## config.mk

```make
export PLATFORM = sky130hd
export DESIGN_NAME = edo_read_ctl
export DESIGN_NICKNAME = d
export VERILOG_FILES = /design/src/rtl/edo_rd_pkg.sv /design/src/rtl/edo_rd_fetch.sv /design/src/rtl/edo_rd_lane.sv /design/src/rtl/edo_read_ctl.sv
export SDC_FILE = /design/constraint.sdc
export NUM_CORES = 1
export LEC_CHECK = 0
export ABC_AREA = 1
export BUFFER_PORTS_ARGS = -buffer_cell sky130_fd_sc_hd__buf_2
export CAP_MARGIN = 20
export CORE_MARGIN = 10
export CORE_UTILIZATION = 50
export DETAILED_ROUTE_END_ITERATION = 12
export PLACE_DENSITY = 0.75
export SYNTH_ARGS = -nofsm -noshare
export SYNTH_HDL_FRONTEND = slang
export SYNTH_SLANG_ARGS = --single-unit
export TNS_END_PERCENT = 20
```

## constraint.sdc

```tcl
create_clock -name clk -period 1.6 [get_ports clk]
set_clock_uncertainty 0.15 [all_clocks]
set_input_delay 0.4 -clock clk [delete_from_list [all_inputs] [get_ports clk]]
set_output_delay 0.4 -clock clk [all_outputs]
set_load 0.02 [all_outputs]
```

## src/rtl/edo_rd_pkg.sv

```systemverilog
// Package: shared widths and the per-lane output state encoding.
// Assumes byte-wide lanes; the lane count is set by the top.
package edo_rd_pkg;
    localparam int LANE_W_DEF = 8;
    localparam int LANES_DEF  = 2;

    typedef enum logic [1:0] {
        LN_OFF   = 2'd0,   // lane not driving
        LN_DRIVE = 2'd1,   // lane driving with its column strobe low
        LN_HOLD  = 2'd2    // lane driving past the column strobe rise
    } lane_state_t;
endpackage

```

## src/rtl/edo_rd_fetch.sv

```systemverilog
// Module: fetch-ahead stage.
// While the row is open it keeps the array word sampled under the
// column-valid flag, and it picks the word that a strobe fall should load.
// Assumes the array word is stable whenever col_valid is high.
module edo_rd_fetch #(
    parameter int DW = 16
) (
    input  logic          clk,
    input  logic          rst_n,
    input  logic          ras_n,
    input  logic          col_valid,
    input  logic [DW-1:0] arr_data,
    output logic [DW-1:0] load_word
);
    logic [DW-1:0] fetch_q;
    logic          fetch_vld;

    // Keep the most recent word seen under the valid flag for the open row.
    always_ff @(posedge clk) begin
        if (!rst_n) begin
            fetch_q   <= '0;
            fetch_vld <= 1'b0;
        end else if (ras_n) begin
            fetch_vld <= 1'b0;
        end else if (col_valid) begin
            fetch_q   <= arr_data;
            fetch_vld <= 1'b1;
        end
    end

    // A live address takes the current word; otherwise the prefetched word if any.
    always_comb begin
        if (col_valid)      load_word = arr_data;
        else if (fetch_vld) load_word = fetch_q;
        else                load_word = arr_data;
    end
endmodule

```

## src/rtl/edo_rd_lane.sv

```systemverilog
// Module: one byte lane of the output path.
// It holds the lane's data latch and decides when the lane drives.
// Assumes all strobes are already synchronous to clk.
module edo_rd_lane
    import edo_rd_pkg::*;
#(
    parameter int LANE_W = 8
) (
    input  logic              clk,
    input  logic              rst_n,
    input  logic              edo_mode,
    input  logic              ras_n,
    input  logic              cas_n,
    input  logic              oe_n,
    input  logic              we_n,
    input  logic [LANE_W-1:0] load_byte,
    output logic              lane_en,
    output logic [LANE_W-1:0] lane_data
);
    logic        cas_q;
    logic        cas_fall;
    logic        drive_ok;
    logic        release_ev;
    lane_state_t st_q, st_d;

    assign cas_fall   = cas_q & ~cas_n;
    assign drive_ok   = ~ras_n & ~cas_n & ~oe_n & we_n;
    assign release_ev = ~we_n | oe_n | (cas_n & ras_n);

    // Keep the previous column strobe sample for fall detection.
    always_ff @(posedge clk) begin
        if (!rst_n) cas_q <= 1'b1;
        else        cas_q <= cas_n;
    end

    // Load the latch on a read fall of this lane's column strobe.
    always_ff @(posedge clk) begin
        if (!rst_n)                        lane_data <= '0;
        else if (cas_fall & ~ras_n & we_n) lane_data <= load_byte;
    end

    // Next drive state: start on a read strobe, then hold or release by mode.
    always_comb begin
        if (drive_ok)          st_d = LN_DRIVE;
        else if (!edo_mode)    st_d = LN_OFF;
        else if (st_q == LN_OFF) st_d = LN_OFF;
        else if (release_ev)   st_d = LN_OFF;
        else                   st_d = LN_HOLD;
    end

    // Register the drive state.
    always_ff @(posedge clk) begin
        if (!rst_n) st_q <= LN_OFF;
        else        st_q <= st_d;
    end

    assign lane_en = (st_q != LN_OFF);
endmodule

```

## src/rtl/edo_read_ctl.sv

```systemverilog
// Module: top of the read output path.
// It shares one fetch-ahead stage between the lanes, builds one lane
// controller per column strobe, and widens each lane enable to its bits.
// Assumes lane l occupies bits [l*LANE_W +: LANE_W].
module edo_read_ctl
    import edo_rd_pkg::*;
#(
    parameter int LANE_W = LANE_W_DEF,
    parameter int LANES  = LANES_DEF,
    localparam int DW    = LANE_W * LANES
) (
    input  logic             clk,
    input  logic             rst_n,
    input  logic             edo_mode,
    input  logic             ras_n,
    input  logic [LANES-1:0] cas_n,
    input  logic             oe_n,
    input  logic             we_n,
    input  logic             col_valid,
    input  logic [DW-1:0]    arr_data,
    output logic [DW-1:0]    dq_en,
    output logic [DW-1:0]    dq_out
);
    logic [DW-1:0]    load_word;
    logic [LANES-1:0] lane_en;

    edo_rd_fetch #(.DW(DW)) u_fetch (
        .clk       (clk),
        .rst_n     (rst_n),
        .ras_n     (ras_n),
        .col_valid (col_valid),
        .arr_data  (arr_data),
        .load_word (load_word)
    );

    for (genvar l = 0; l < LANES; l++) begin : g_lane
        edo_rd_lane #(.LANE_W(LANE_W)) u_lane (
            .clk       (clk),
            .rst_n     (rst_n),
            .edo_mode  (edo_mode),
            .ras_n     (ras_n),
            .cas_n     (cas_n[l]),
            .oe_n      (oe_n),
            .we_n      (we_n),
            .load_byte (load_word[l*LANE_W +: LANE_W]),
            .lane_en   (lane_en[l]),
            .lane_data (dq_out[l*LANE_W +: LANE_W])
        );
        assign dq_en[l*LANE_W +: LANE_W] = {LANE_W{lane_en[l]}};
    end
endmodule

```

==> flow_summary_export.csv, run 1 <==
group,metric,value,unit
final_layout,post-route-util,0.576,
floorplanning,core.rowCount,22,
route,wirelength,4110,um
final_layout,fillers,380,
logic_synthesis,synth_edf_count,0,
route,drtPass1Iterations,4,
critical_path,cp-end-kind,"output pin",
timing,period_minus_slack,1510,ps
logic_synthesis,synthesis.area,1850,um^2
logic_synthesis,synthArstFlopShare,0,
hold_path,hold_path_class,"input port to flip-flop",
final_layout,nets,338,
route,drc_errors,0,
logic_synthesis,yosysTopAreaCell,"dfxtp_1",
timing,slew-limit-headroom,0.773,
logic_synthesis,synth_fp_nets,299,
logic_synthesis,synthCells,274,
timing,max_clock_freq,0.663,GHz
placement,dp_cells,354,
critical_path,reg2reg_slack,420,ps
logic_synthesis,synthDistinctLibCells,24,
run_status,outcome,"complete, no violations",
critical_path,crit_fanout,8,
pwr,p_leak,0.00117,uW
final_layout,drive_gt1_frac,0.250,
logic_synthesis,syn_avg_cell_area,6.76,um^2
flow_run,drv_cap,0,
critical_path,criticalPathCategory,"flip-flop to output pin",
critical_path,worst_ep_required_time,1050,ps
timing,tightestPinTransition,340,ps
global_routing,grt_first_pass_wirelength,6640,um
timing,setup_viol,0,
pwr,power.ir.vdd_worst,0.480,mV
floorplanning,floorplan.initialDensity,0.510,
global_routing,grtUsageTotal,0.126,
clock_tree,cts.sinks,39,
clock_tree,cts.clk_slew.worst_paths,60,ps
timing,rsz0062_at_grt,"yes",
final_layout,area_growth,13.0,%
floorplanning,die_w,80.9,um
timing,fin_crit_sh,0.943,
placement,hpwl,3040,um
route,drtAntennaViolNets,0,
floorplanning,chipHeight,80.9,um
clock_tree,clk_latency,290,ps
clock_tree,cts-root-buf,"clkbuf_8",
route,drt_iter0_markers,122,
global_routing,grt.overflow.total,0,
logic_synthesis,netlist.area_leader.share,0.421,
placement,io_buffers,56,
pwr,p_per_area,911,nW/um^2
logic_synthesis,yosys-top-cells-count,"nor2_1, nand2_1, dfxtp_1",
global_routing,antenna_found_initial,0,
logic_synthesis,synth_flop_cell,"dfxtp_1",
logic_synthesis,synth_most_common_cell,"nor2_1",
critical_path,critPathArrivalTime,960,ps
floorplanning,core_area,3630,um^2
clock_tree,numCtsBuffers,5,
timing,hold_viol,0,
clock_tree,clockBufferDepth,2,
global_routing,grt_start_max_net_pins,22,
clock_tree,htree_levels,2,
floorplanning,die_area,6540,um^2
timing,holdWs,154,ps
route,routed_via_density,4.53,
floorplanning,io_pins,57,
final_layout,antenna-diode-count,0,
clock_tree,cts_tree,"built",
logic_synthesis,seq_area_frac_synth,0.421,
clock_tree,ctsHoldBuffers,0,
route,vias,1629,
critical_path,start_kind,"flip-flop",
logic_synthesis,ys.warnings.count,0,
final_layout,final_area,2090,um^2
final_layout,fin_cells,360,
logic_synthesis,yosys_register_bits,39,
global_routing,grt_pass1_vias,1491,
timing,report.final.slew_viol_count,0,
route,drt-wirelength-per-cell,11.4,um
placement,place.gp.congestion,0.768,
placement,placed_area,2020,um^2
logic_synthesis,ys_top_cells_by_area,"dfxtp_1, nor2_1, nand2_1",
-- per-stage QoR --
stage / setup slack [ps] / setup TNS [ps] / total power, uW
final: 91.1 / 0 / 1910
after global routing: -2.05 / -2.05 / 2010
after CTS: 17.1 / 0 / 1930
after detailed placement: 83.9 / 0 / 1340
after global placement: 108 / 0 / 1330
after floorplan: 326 / 0 / 1250
-- layer usage --
metal	vias up	share of wire	global-route usage
met3	9	0.098	0.0397
met1	669	0.44	0.145
met2	53	0.45	0.208
met5	-	0	0
met4	0	0.014	0.0623
li1	898	-	-
-- logic make-up after synthesis --
kind of cell	count (synthesis)	synth area share
simple gates	168	0.378
buf+inv	49	0.152
flops	39	0.421
compound gates	18	0.0486
-- flip-flops by register name, summed over array words and instances (netlist names) --
register / flops
u_fetch.fetch_vld: 1
g_lane.u_lane.cas_q: 2
g_lane.u_lane.lane_data: 16
g_lane.u_lane.st_q: 4
u_fetch.fetch_q: 16
-- final timing paths --
check,cells after the start,end,startpoint
setup / recovery,3,dq_en[11],g_lane[1].u_lane.st_q[1]$_SDFF_PP0_
hold / removal,2,g_lane[1].u_lane.st_q[0]$_SDFF_PN0_,oe_n
setup reg to reg,5,g_lane[0].u_lane.lane_data[5]$_SDFFE_PN0P_,u_fetch.fetch_vld$_SDFFE_PP0P_
hold reg to reg,4,g_lane[1].u_lane.lane_data[4]$_SDFFE_PN0P_,g_lane[1].u_lane.lane_data[4]$_SDFFE_PN0P_
-- critical path, cell delays in order (launching register included) --
cell,delay (ps)
dfxtp_1,310
nor2_2,130
inv_2,70
buf_2,160
-- what timing repair did --
item	CTS	global route
buffers inserted	0	0
setup endpoints to repair	0	16
gates resized for setup	0	4
-- power breakdown --
| group | total, uW | internal [uW] | switching, uW |
|---|---|---|---|
| clock | 593 | 290 | 303 |
| combinational | 271 | 94.7 | 176 |
| sequential | 1040 | 1020 | 23.2 |
| total | 1910 | 1410 | 502 |
-- area by class of cell --
type	instances	area (um^2)	area share
Multi-Input combinational cell	186	796	0.380
Sequential cell	39	781	0.373
Timing Repair Buffer	59	303	0.145
Inverter	22	82.6	0.0394
Clock buffer	6	72.6	0.0346
Tap cell	48	60.1	0.0287
-- cells in the final DEF, fill, tap and decap left out, drive strengths merged, types with 2 or more instances in the layout --
cell type	count
buf	59
nand2	67
nor2	75
a21oi	2
dfxtp	39
o21ai	16
clkbuf	6
nand3	21
inv	22
or2	3
(Power assumes the default switching activity.)
==> run 2: changes to the inputs <==
--- a/config.mk
+++ b/config.mk
@@ -5,12 +5,12 @@
 export SDC_FILE = /design/constraint.sdc
 export NUM_CORES = 1
 export LEC_CHECK = 0
-export ABC_AREA = 1
 export BUFFER_PORTS_ARGS = -buffer_cell sky130_fd_sc_hd__buf_2
 export CAP_MARGIN = 20
 export CORE_MARGIN = 10
-export CORE_UTILIZATION = 50
+export CORE_UTILIZATION = 49
 export DETAILED_ROUTE_END_ITERATION = 12
+export GPL_TIMING_DRIVEN = 0
 export PLACE_DENSITY = 0.75
 export SYNTH_ARGS = -nofsm -noshare
 export SYNTH_HDL_FRONTEND = slang
==> run 2 against run 1 <==
Net effect: the run now ends with setup timing left; largest power group unchanged; global-route usage is 2.0 points higher; via count down 4.9%; synthesized cell count shrank 26%; critical path depth unchanged; utilization is 10 points higher; worst hold slack got worse by 63 ps.
==> flow_summary_export.csv, run 2 <==
group,metric,value,unit
logic_synthesis,synth_most_common_cell,"nand2_1",
critical_path,worst_r2r_path_depth,5,
critical_path,start_kind,"flip-flop",
logic_synthesis,synthCells,204,
global_routing,grt_start_max_net_pins,12,
critical_path,reg2reg_slack,170,ps
final_layout,final_cell_mix,"nand2_1, buf_2, dfxtp_1, buf_6, a31oi_1",
route,routed_via_density,4.90,
clock_tree,clockBufferDepth,2,
clock_tree,clk_latency,340,ps
logic_synthesis,synthDistinctLibCells,21,
clock_tree,cts.sinks,39,
route,drt-wirelength-per-cell,14.4,um
logic_synthesis,ys_top_cells_by_area,"dfxtp_1, nand2_1, buf_4",
timing,holdWs,91.5,ps
logic_synthesis,yosys-top-cells-count,"nand2_1, dfxtp_1, buf_4",
critical_path,criticalPathCategory,"flip-flop to output pin",
route,drc_errors,0,
floorplanning,chipHeight,78.8,um
clock_tree,cts-root-buf,"clkbuf_4",
global_routing,antenna_found_initial,0,
placement,hpwl,3010,um
route,vias,1549,
logic_synthesis,netlist.area_leader.share,0.461,
route,drtAntennaViolNets,0,
floorplanning,die_w,78.8,um
final_layout,reg_top3,"g_lane.u_lane.lane_data (16), u_fetch.fetch_q (16), g_lane.u_lane.st_q (4)",
critical_path,critPathArrivalTime,1220,ps
floorplanning,core_area,3340,um^2
timing,report.final.slew_viol_count,0,
clock_tree,numCtsBuffers,5,
placement,place.gp.congestion,0.771,
timing,fin_crit_sh,1.11,
flow_run,drv_cap,0,
final_layout,antenna-diode-count,0,
timing,hold_viol,0,
logic_synthesis,synthArstFlopShare,0,
critical_path,r2r-end,"g_lane[0].u_lane.lane_data[5]$_SDFFE_PN0P_",
critical_path,worst_ep_required_time,1050,ps
clock_tree,htree_levels,2,
logic_synthesis,syn_avg_cell_area,8.31,um^2
critical_path,r2r-start,"u_fetch.fetch_vld$_SDFFE_PP0P_",
route,drtPass1Iterations,5,
clock_tree,cts_tree,"built",
critical_path,cp-end-kind,"output pin",
placement,io_buffers,55,
floorplanning,core.rowCount,21,
logic_synthesis,seq_area_frac_synth,0.461,
logic_synthesis,yosysTopAreaCell,"dfxtp_1",
logic_synthesis,yosys_register_bits,39,
pwr,power.ir.vdd_worst,0.835,mV
timing,rsz0062_at_grt,"yes",
clock_tree,cts.clk_slew.worst_paths,110,ps
logic_synthesis,synthesis.area,1700,um^2
floorplanning,floorplan.initialDensity,0.508,
logic_synthesis,ys.warnings.count,0,
route,wirelength,4540,um
final_layout,drive_gt1_frac,0.378,
final_layout,mostFrequentLayoutCell,"nand2_1",
final_layout,post-route-util,0.676,
timing,period_minus_slack,1770,ps
pwr,p_leak,0.00103,uW
timing,worst_slack,-169,ps
logic_synthesis,synth_edf_count,0,
global_routing,grt.overflow.total,0,
timing,max_clock_freq,0.565,GHz
global_routing,grt_pass1_vias,1587,
timing,tightestPinTransition,420,ps
run_status,outcome,"complete, but fails checks",
final_layout,fillers,297,
global_routing,grtUsageTotal,0.146,
timing,setup_viol,16,
floorplanning,io_pins,57,
logic_synthesis,synth_flop_cell,"dfxtp_1",
critical_path,crit_fanout,5,
pwr,p_per_area,803,nW/um^2
final_layout,area_growth,33.1,%
logic_synthesis,synth_fp_nets,229,
final_layout,nets,295,
floorplanning,die_area,6210,um^2
run_status,violations,"setup timing",
route,drt_iter0_markers,98,
placement,place_ws,45.2,ps
timing,slew-limit-headroom,0.720,
global_routing,grt_first_pass_wirelength,7360,um
hold_path,hold_end,"u_fetch.fetch_vld$_SDFFE_PP0P_",
hold_path,hold_path_class,"input port to flip-flop",
hold_path,min_from,"ras_n",
hold_path,holdPathStages,2,
-- run 2: cell types whose count changed after synthesis, moves of 3 or more --
cell / previous run / this run
a21boi_0: 0 / 11
a21boi_1: 0 / 5
a31oi_1: 0 / 16
buf_2: 3 / 6
inv_1: 19 / 0
inv_2: 3 / 0
nand2b_1: 0 / 4
nand3_1: 19 / 1
nor2_1: 72 / 5
nor2b_1: 0 / 3
-- run 2: cell type report --
type	instances	area, um^2	area share
plain buffers	30	244	0.108
clock buffers	6	51.3	0.0227
clock inverters	1	5.00	0.00222
multi-input cells	137	723	0.321
flip-flops and latches	39	785	0.348
well taps	46	57.6	0.0255
repair buffers	57	390	0.173
-- run 2: worst max-delay path by stage --
stage | from | to | slack [ps] | depth (start not counted)
after floorplan | ras_n | g_lane[1].u_lane.lane_data[6]$_SDFFE_PN0P_ | 220 | 5
after global placement | col_valid | g_lane[1].u_lane.lane_data[1]$_SDFFE_PN0P_ | 50 | 6
after detailed placement | col_valid | g_lane[1].u_lane.lane_data[7]$_SDFFE_PN0P_ | 50 | 6
after CTS | g_lane[1].u_lane.st_q[0]$_SDFF_PN0_ | dq_en[10] | -150 | 3
after global routing | g_lane[0].u_lane.st_q[1]$_SDFF_PP0_ | dq_en[4] | -210 | 3
final | g_lane[0].u_lane.st_q[1]$_SDFF_PP0_ | dq_en[2] | -170 | 3
-- run 2: through the flow --
| stage | instances | area (um^2) | total power [uW] | TNS [ps] |
|---|---|---|---|---|
| 2_1_floorplan | 204 | 1700 | 1200 | 0 |
| 5_1_grt | 316 | 2260 | 1900 | -3120 |
| 6_report | 316 | 2260 | 1810 | -2360 |
| 4_1_cts | 315 | 2240 | 1820 | -2280 |
| 3_5_place_dp | 305 | 2030 | 1300 | 0 |
| 3_3_place_gp | 305 | 2030 | 1290 | 0 |
-- run 2: critical path, stage by stage (launching register included) --
cell	delay, ps
dfxtp_2	340
or2_4	270
buf_4	140
buf_6	120
-- run 2: cells by family after synthesis --
logic type / count (synthesis) / synth area share
flops: 39 / 0.461
buf+inv: 30 / 0.126
simple gates: 85 / 0.221
xor+xnor: 2 / 0.0103
compound gates: 48 / 0.182
-- run 2: timing repair --
action | CTS | global route
hold buffers | 0 | 0
buffers inserted | 1 | 1
cloned | 2 | 0
pin swaps | 4 | 3
resized for setup | 43 | 4
setup endpoints to repair | 16 | 16
hold endpoints to repair | 0 | 0
-- run 2: layer usage --
layer  track usage  up-vias  part of all wire
met2         0.242       55              0.45
li1              -      793                 -
met3        0.0586        5             0.073
met4        0.0484        0             0.012
met1         0.169      696              0.46
met5             0        -                 0
-- run 2: where the power goes --
group | total [uW] | internal (uW) | switching (uW)
clock | 519 | 204 | 315
combinational | 261 | 117 | 144
sequential | 1030 | 1010 | 18.6
